$ cat config.mk
export PLATFORM = sky130hd
export DESIGN_NAME = wake_seq
export DESIGN_NICKNAME = d
export VERILOG_FILES = /design/src/rtl/wake_seq.sv
export SDC_FILE = /design/constraint.sdc
export NUM_CORES = 1
export LEC_CHECK = 0
export ABC_AREA = 1
export BUFFER_PORTS_ARGS = -buffer_cell sky130_fd_sc_hd__buf_2
export CAP_MARGIN = 20
export CORE_MARGIN = 1
export CORE_UTILIZATION = 45
export CTS_CLUSTER_DIAMETER = 40
export DETAILED_ROUTE_END_ITERATION = 12
export HOLD_SLACK_MARGIN = 0.12
export PLACE_DENSITY = 0.72
export SKIP_CTS_REPAIR_TIMING = 1
export SKIP_LAST_GASP = 1
export SLEW_MARGIN = 10
export SYNTH_ARGS = -nofsm -noshare
export SYNTH_HDL_FRONTEND = slang
export SYNTH_SLANG_ARGS = --single-unit
$ cat constraint.sdc
create_clock -name clk -period 1.28 [get_ports clk]
set_input_delay 0.064 -clock clk [delete_from_list [all_inputs] [get_ports clk]]
set_output_delay 0.064 -clock clk [all_outputs]
set_load 0.03 [all_outputs]
$ cat src/rtl/wake_seq.sv
module wake_seq #(
  parameter int PC_W     = 13,
  parameter int OST_BITS = 10,
  parameter int VEC_ADDR = 4
) (
  input  logic            clk,
  input  logic            rst_n,
  input  logic            sleep_req,
  input  logic [PC_W-1:0] pc_in,
  input  logic            ext_int,
  input  logic            gie,
  input  logic [2:0]      osc_mode,
  input  logic            flag_clr,
  output logic            clk_run,
  output logic            exec_en,
  output logic            dummy,
  output logic            int_flag,
  output logic            pc_load,
  output logic [PC_W-1:0] pc_load_addr,
  output logic            push,
  output logic [PC_W-1:0] ret_addr,
  output logic            gie_clr
);

  localparam logic [OST_BITS-1:0] OST_LAST = '1;

  typedef enum logic [2:0] {S_RUN, S_SLEEP, S_OST, S_RESUME, S_DUMMY} st_t;

  st_t               st, st_nx;
  logic [1:0]        q;
  logic [OST_BITS-1:0] ost_cnt;
  logic              ext_q;
  logic [PC_W-1:0]   sleep_pc;

  wire pin_edge  = ext_int & ~ext_q;
  wire fast_osc  = (osc_mode == 3'd3) || (osc_mode == 3'd4);
  wire cyc_end   = (q == 2'd3);
  wire go_sleep  = (st == S_RUN) && sleep_req && !int_flag && !pin_edge;
  wire vec_now   = (st == S_RESUME) && cyc_end && gie;

  always_comb begin
    st_nx = st;
    case (st)
      S_RUN:    if (go_sleep) st_nx = S_SLEEP;
      S_SLEEP:  if (pin_edge) st_nx = fast_osc ? S_RESUME : S_OST;
      S_OST:    if (ost_cnt == OST_LAST) st_nx = S_RESUME;
      S_RESUME: if (cyc_end) st_nx = gie ? S_DUMMY : S_RUN;
      S_DUMMY:  if (cyc_end) st_nx = S_RUN;
      default:  st_nx = S_RUN;
    endcase
  end

  always_ff @(posedge clk) begin
    if (!rst_n) begin
      st       <= S_RUN;
      q        <= '0;
      ost_cnt  <= '0;
      ext_q    <= 1'b0;
      int_flag <= 1'b0;
      sleep_pc <= '0;
    end else begin
      st    <= st_nx;
      ext_q <= ext_int;
      if (pin_edge)      int_flag <= 1'b1;
      else if (flag_clr) int_flag <= 1'b0;
      if (go_sleep) sleep_pc <= pc_in;
      if (go_sleep)          ost_cnt <= '0;
      else if (st == S_OST)  ost_cnt <= ost_cnt + 1'b1;
      if (st_nx != st)       q <= '0;
      else                   q <= q + 1'b1;
    end
  end

  assign clk_run      = (st != S_SLEEP) && (st != S_OST);
  assign exec_en      = (st == S_RUN) || (st == S_RESUME);
  assign dummy        = (st == S_DUMMY);
  assign pc_load      = vec_now;
  assign push         = vec_now;
  assign gie_clr      = vec_now;
  assign pc_load_addr = PC_W'(VEC_ADDR);
  assign ret_addr     = sleep_pc + PC_W'(2);

  // an accepted sleep stops the core clock on the next clock
  a_r2_sleep_stops: assert property (@(posedge clk) disable iff (!rst_n)
    (st == S_RUN && sleep_req && !int_flag && !pin_edge) |=> !clk_run);

  // the clock only restarts once the interrupt flag is set
  a_r3_wake_flag: assert property (@(posedge clk) disable iff (!rst_n)
    $rose(clk_run) |-> int_flag);

  // the last start-up count hands over to execution
  a_r4_ost_done: assert property (@(posedge clk) disable iff (!rst_n)
    (st == S_OST && ost_cnt == OST_LAST) |=> exec_en);

  // a vector load is always followed by the dummy cycle
  a_r7_load_dummy: assert property (@(posedge clk) disable iff (!rst_n)
    pc_load |=> dummy);

  // the dummy cycle begins only after a vector load
  a_r7_dummy_after_load: assert property (@(posedge clk) disable iff (!rst_n)
    $rose(dummy) |-> $past(pc_load));

  // sleep with the flag already set keeps the clock running
  a_r9_noop_sleep: assert property (@(posedge clk) disable iff (!rst_n)
    (st == S_RUN && sleep_req && int_flag) |=> clk_run);

endmodule

==> results of run 1 <==
==> registers in the layout, indices dropped and copies added, names as in the netlist <==
register / cells
st: 3
ost_cnt: 10
sleep_pc: 13
q: 2
int_flag: 1
ext_q: 1
==> path summary, 6_finish.rpt <==
path / start / end
worst max-delay path: sleep_pc[4]$_SDFFE_PN0P_ / ret_addr[12]
worst min-delay path: rst_n / st[0]$_SDFF_PN0_
worst max register to register: st[0]$_SDFF_PN0_ / q[0]$_SDFF_PP0_
worst min register to register: q[0]$_SDFF_PP0_ / q[0]$_SDFF_PP0_
==> critical path, delay by kind of cell (launching register included) <==
kind / cells / cell delay [ps]
XOR/XNOR: 1 / 160
buffers and inverters: 2 / 240
flip-flops: 1 / 360
AND/OR/NAND/NOR: 4 / 650
==> power breakdown <==
part | switching, W | total (W) | internal (W)
combinational | 0.000427 | 0.000727 | 0.000299
sequential | 0.0000597 | 0.00105 | 0.000990
clock | 0.000383 | 0.000925 | 0.000543
==> per-layer routing <==
layer / vias to the layer above / track usage, %
met5: - / 0
met4: 0 / 10.5
met3: 13 / 6.88
met2: 68 / 31.0
met1: 901 / 20.6
li1: 901 / -
==> logic make-up (layout without fill, tap and decap cells) <==
kind of cell    after synthesis  count (layout)
xor+xnor                     12              12
flops                        30              30
simple gates                100             100
fa+ha+maj                     3               3
other cells                   2              13
compound gates               36              36
buf+inv                      50             138
==> final cells by class <==
type                    count  share of cell area, %
clock buffers               8                   3.89
inverters                  32                   5.08
multi-input cells         164                   39.6
flip-flops and latches     30                   22.1
well taps                  46                   2.03
repair buffers             98                   27.2
==> per-stage QoR <==
step / TNS (ps) / cells / hold WS [ps]
after floorplan: -296 / 244 / 157
after global placement: -325 / 337 / 263
after detailed placement: -625 / 337 / 266
after CTS: -4150 / 345 / -37.5
after global routing: -4730 / 378 / 219
final: -3380 / 378 / 217
==> placed cells by master (no fill, tap or decap), types with 4 or more instances in the layout <==
cell type      synthesis  layout
buf_4                 16      39
nand2_1               37      30
nor2_1                31      25
buf_2                  0      25
inv_1                 26      21
dlygate4sd3_1          0      20
dfxtp_1               30      19
conb_1                 2      13
buf_6                  1      13
a21oi_1               13      12
o21ai_0               12      10
clkbuf_8               0       8
nand3_1               11       7
nand2_2                2       6
dfxtp_2                0       6
nor2_2                 2       5
nor2_4                 2       5
xor2_1                 8       5
inv_2                  4       5
o21ai_1                5       5
dfxtp_4                0       5
a21oi_2                4       4
==> results_dict.tcl, run 1 <==
set metrics [dict create \
    outcome "finished, violations left" \
    violations "setup timing" \
    yosys.area_share.adder_pct 2.21 \
    synth_area_leaders "dfxtp_1, nand2_1, buf_4, nor2_1, inv_1" \
    cts_root_buffer "clkbuf_8" \
    io_buffers 41 \
    dieArea_sq_um 4030 \
    placed_cell_area_sq_um 2110 \
    die-height_um 63.5 \
    dpl_worst_slack_ps -178 \
    synth_area_per_cell_sq_um 7.30 \
    wl_per_cell_um 15.0 \
    multiInputGateArea_sq_um 1120 \
    fp.dieW_um 63.5 \
    cp_slowest_stage_delay_ps 360 \
    synth_top_family_by_area "simple AND/OR/NAND/NOR gates" \
    synth_warnings 0 \
    finalPower_w 0.00270 \
    leakage_nw 1.29 \
    cts_made_buffers 5 \
    post_drt_via_cell_ratio 4.98 \
    cts_tree "yes" \
    hold_viol 0 \
    cp_slowest_cell "dfxtp_2" \
    topRoutingLayerUsed "met4" \
    drv_cap 0 \
    synth.area.mux_share_pct 0 \
    drt-pass1-iter-count 4 \
    fin_ws_ps -490 \
    cp_max_fo 2 \
    routabilityCongestion 0.834 \
    antenna_found_initial 0 \
    crit_required_ps 1220 \
    cp_data_arrival_time_ps 1710 \
    hold_class "in2reg" \
    synth_ff_type "dfxtp_1" \
    row_count 21 \
    syn_area_sq_um 1700 \
    setup_viol 15 \
    ys_types 34 \
    final_cell_area_sq_um 2830 \
    clkTransAtPathRegs_ps 70 \
    reg2reg_slack_ps -50 \
    regArea_sq_um 627 \
    period_share_pct 138 \
    synthArstFlopShare_pct 0 \
    path_cells "inv_1, nor2_2, nand2_1, nor2_2, nand3_2, xnor2_4, buf_6" \
    synth_edf_count 0 \
    grt_pass1_vias 1421 \
    vdd_drop_max_mv 0.663 \
    grt_pass1_wl_um 5780 \
    htree_levels 2 \
    diodes 0 \
    yosysMostFrequentCell "nand2_1" \
    min_period_ps 1770 \
    syn2layout_area_growth_pct 66.5 \
    slew_violations 0 \
    synthDominantCellAreaShare_pct 35.3 \
    drt_iter0_markers 136 \
    dp_hpwl_um 2630 \
    cts.sinks 30 \
    fmax_ghz 0.565 \
    yosys.area_share.xor_xnor_pct 6.18 \
    route.met2.wl_um 3040 \
    core-area_sq_um 3470 \
    final_nets 356 \
    crit_type "reg2out" \
    synth_common_cells "nand2_1, nor2_1, dfxtp_1" \
    start_util_pct 49.1 \
    synth_compound_area_share_pct 11.7 \
    ys_ff_latch 30 \
    synth_area_leader_cell "dfxtp_1" \
    syn-instance-count 233 \
    drive_gt1_share_pct 47.0 \
    drtAntennaViolNets 0 \
    clk_latency_ps 290 \
    start_kind "register" \
    ff2ff_path_depth 11 \
    routed-via-count 1883 \
    io_pins 55 \
    route.layer.met1.wl_um 2270 \
    drc_errors 0 \
    grt.total_usage_pct 18.8 \
    routed_wirelength_um 5690 \
    seq_area_frac_synth_pct 35.3 \
    grt_overflow_total 0 \
    crit_top_cell "nor2_2" \
    end_kind "primary output" \
    grt_max_degree 20 \
    dr_wl_met3_um 251 \
    yosys.area_share.simple_pct 29.0 \
    power_density_nw_per_um2 954 \
    finClkSkew_ps 11.5 \
    hold_depth 3 \
    clockBufferDepth 2 \
    fillerInstances 167 \
    utilization_pct 81.7 \
    rsz0062_at_grt "true" \
]
(Power assumes the default switching activity.)
==> run 2: changes to the inputs <==
--- a/config.mk
+++ b/config.mk
@@ -6,14 +6,16 @@
 export NUM_CORES = 1
 export LEC_CHECK = 0
 export ABC_AREA = 1
+export ABC_CLOCK_PERIOD_IN_PS = 1770
 export BUFFER_PORTS_ARGS = -buffer_cell sky130_fd_sc_hd__buf_2
 export CAP_MARGIN = 20
 export CORE_MARGIN = 1
-export CORE_UTILIZATION = 45
+export CORE_UTILIZATION = 50
 export CTS_CLUSTER_DIAMETER = 40
 export DETAILED_ROUTE_END_ITERATION = 12
 export HOLD_SLACK_MARGIN = 0.12
-export PLACE_DENSITY = 0.72
+export PLACE_DENSITY = 0.76
+export SETUP_SLACK_MARGIN = 0.05
 export SKIP_CTS_REPAIR_TIMING = 1
 export SKIP_LAST_GASP = 1
 export SLEW_MARGIN = 10
==> constraint.sdc (replaced) <==
create_clock -name clk -period 1.77 [get_ports clk]
set_input_delay 0.0885 -clock clk [delete_from_list [all_inputs] [get_ports clk]]
set_output_delay 0.0885 -clock clk [all_outputs]
set_load 0.03 [all_outputs]
==> run 2 against run 1 <==
The run now ends clean. Sequential cell count stayed put. Register-to-register slack gained 440 ps. Critical endpoint is now ret_addr[11]. Combinational power fell by 47%. Clock power fell by 54%. Highest routed layer unchanged. Count of clock-buffer cells in the layout shrank 1. Core utilization is 12 points lower.
==> results_dict.tcl, run 2 (same netlist as run 1, synthesis figures left out) <==
set metrics [dict create \
    final_nets 316 \
    clkTransAtPathRegs_ps 90 \
    die-height_um 60.3 \
    crit_type "reg2out" \
    grt_overflow_total 0 \
    path_cells "ha_4, nand3_2, nor2_4, nand2_2, nor3_2, xor2_1, buf_4" \
    fmax_ghz 0.584 \
    crit_required_ps 1680 \
    cp_num_buf_inv 1 \
    power_density_nw_per_um2 715 \
    routed-via-count 1628 \
    min_period_ps 1710 \
    cts_made_buffers 5 \
    dieArea_sq_um 3640 \
    dp_hpwl_um 2380 \
    cpLargestDelayFamily "simple AND/OR/NAND/NOR gates" \
    cts_root_buffer "clkbuf_4" \
    grt.total_usage_pct 19.8 \
    rsz0062_at_grt "true" \
    vdd_drop_max_mv 0.454 \
    htree_levels 2 \
    outcome "finished clean" \
    hold_class "in2reg" \
    syn2layout_area_growth_pct 28.1 \
    cp_max_fo 3 \
    finClkSkew_ps 5.87 \
    slew_violations 0 \
    ff2ff_path_depth 6 \
    drt_iter0_markers 57 \
    start_kind "register" \
    cts.sinks 30 \
    finalPower_w 0.00156 \
    cp_slowest_stage_delay_ps 380 \
    reg_top3 "sleep_pc (13), ost_cnt (10), st (3)" \
    antenna_found_initial 0 \
    hold_depth 3 \
    wl_per_cell_um 11.1 \
    drtAntennaViolNets 0 \
    fillerInstances 269 \
    largest_reg_flops 13 \
    end_kind "primary output" \
    diodes 0 \
    leakage_nw 0.998 \
    routed_wirelength_um 3720 \
    routabilityCongestion 0.855 \
    row_count 20 \
    reg2reg_slack_ps 390 \
    period_share_pct 96.7 \
    drv_cap 0 \
    grt_pass1_vias 1316 \
    drc_errors 0 \
    grt_max_degree 20 \
    setup_viol 0 \
    cp_slowest_cell "dfxtp_4" \
    regMostFlops "sleep_pc" \
    cp_data_arrival_time_ps 1620 \
    clockBufferDepth 2 \
    final_common_cell "buf_2" \
    drive_gt1_share_pct 30.8 \
    utilization_pct 69.7 \
    start_util_pct 54.4 \
    fp.dieW_um 60.3 \
    core-area_sq_um 3130 \
    grt_pass1_wl_um 5310 \
    post_drt_via_cell_ratio 4.85 \
    clk_latency_ps 330 \
    drt-pass1-iter-count 4 \
    io_buffers 41 \
    io_pins 55 \
    hold_viol 0 \
    final_cell_mix "buf_2, nand2_1, nor2_1" \
    cts_tree "yes" \
    cp.depth 7 \
]
==> run 2: cell types whose count changed in the layout (fill, tap and decap cells not counted), moves of 3 or more <==
cell	previous run	this run
buf_4	39	4
buf_2	25	38
buf_6	13	0
clkbuf_8	8	1
clkbuf_4	1	6
dlygate4sd3_1	20	15
inv_1	21	26
nand2_1	30	35
dfxtp_1	19	23
nand2_4	3	0
xnor2_1	1	4
xor2_1	5	8
xor2_2	3	0
==> run 2: report_power, final <==
| part | total, W | switching [W] | internal [W] |
|---|---|---|---|
| Sequential | 0.000750 | 0.0000338 | 0.000716 |
| Clock | 0.000427 | 0.000235 | 0.000192 |
| Combinational | 0.000382 | 0.000253 | 0.000129 |
| Total | 0.00156 | 0.000521 | 0.00104 |
==> run 2: stage by stage <==
stage	worst slack (ps)	hold slack, ps	TNS [ps]	std cells	area, sq um
global placement	286	293	0	311	1870
CTS	-143	-62.3	-255	319	1930
finish	57.9	111	0	336	2180
floorplan	182	182	0	244	1740
detailed placement	232	294	0	311	1870
global route	-69.8	129	-139	336	2180
==> run 2: area by class of cell <==
class,instances,area [sq um],area share [%]
multi-input cells,164,946,43.4
flip-flops and latches,30,617,28.3
repair buffers,58,378,17.3
inverters,32,124,5.68
clock buffers,7,55.1,2.53
well taps,44,55.1,2.53
clock inverters,1,5.00,0.230
==> run 2: routing by layer <==
metal,vias up,part of all wire (%),global-route usage [%]
met4,0,2.5,12.6
met1,725,45,24.5
li1,826,-,-
met2,65,47,30.8
met3,12,5.6,4.90
met5,-,0,0
==> run 2: worst paths after layout <==
path / endpoint / start
worst min-delay path: ext_q$_SDFF_PN0_ / rst_n
worst min register to register: q[0]$_SDFF_PP0_ / q[0]$_SDFF_PP0_
worst max-delay path: ret_addr[11] / sleep_pc[1]$_SDFFE_PN0P_
worst max register to register: sleep_pc[9]$_SDFFE_PN0P_ / st[0]$_SDFF_PN0_
==> run 2: worst register-to-register path, stage by stage, from the launching register on <==
cell     delay (ps)
dfxtp_2         350
inv_2           150
nand3_4         130
nor2_8          230
inv_4           140
o21ai_0         210
a21oi_1          60
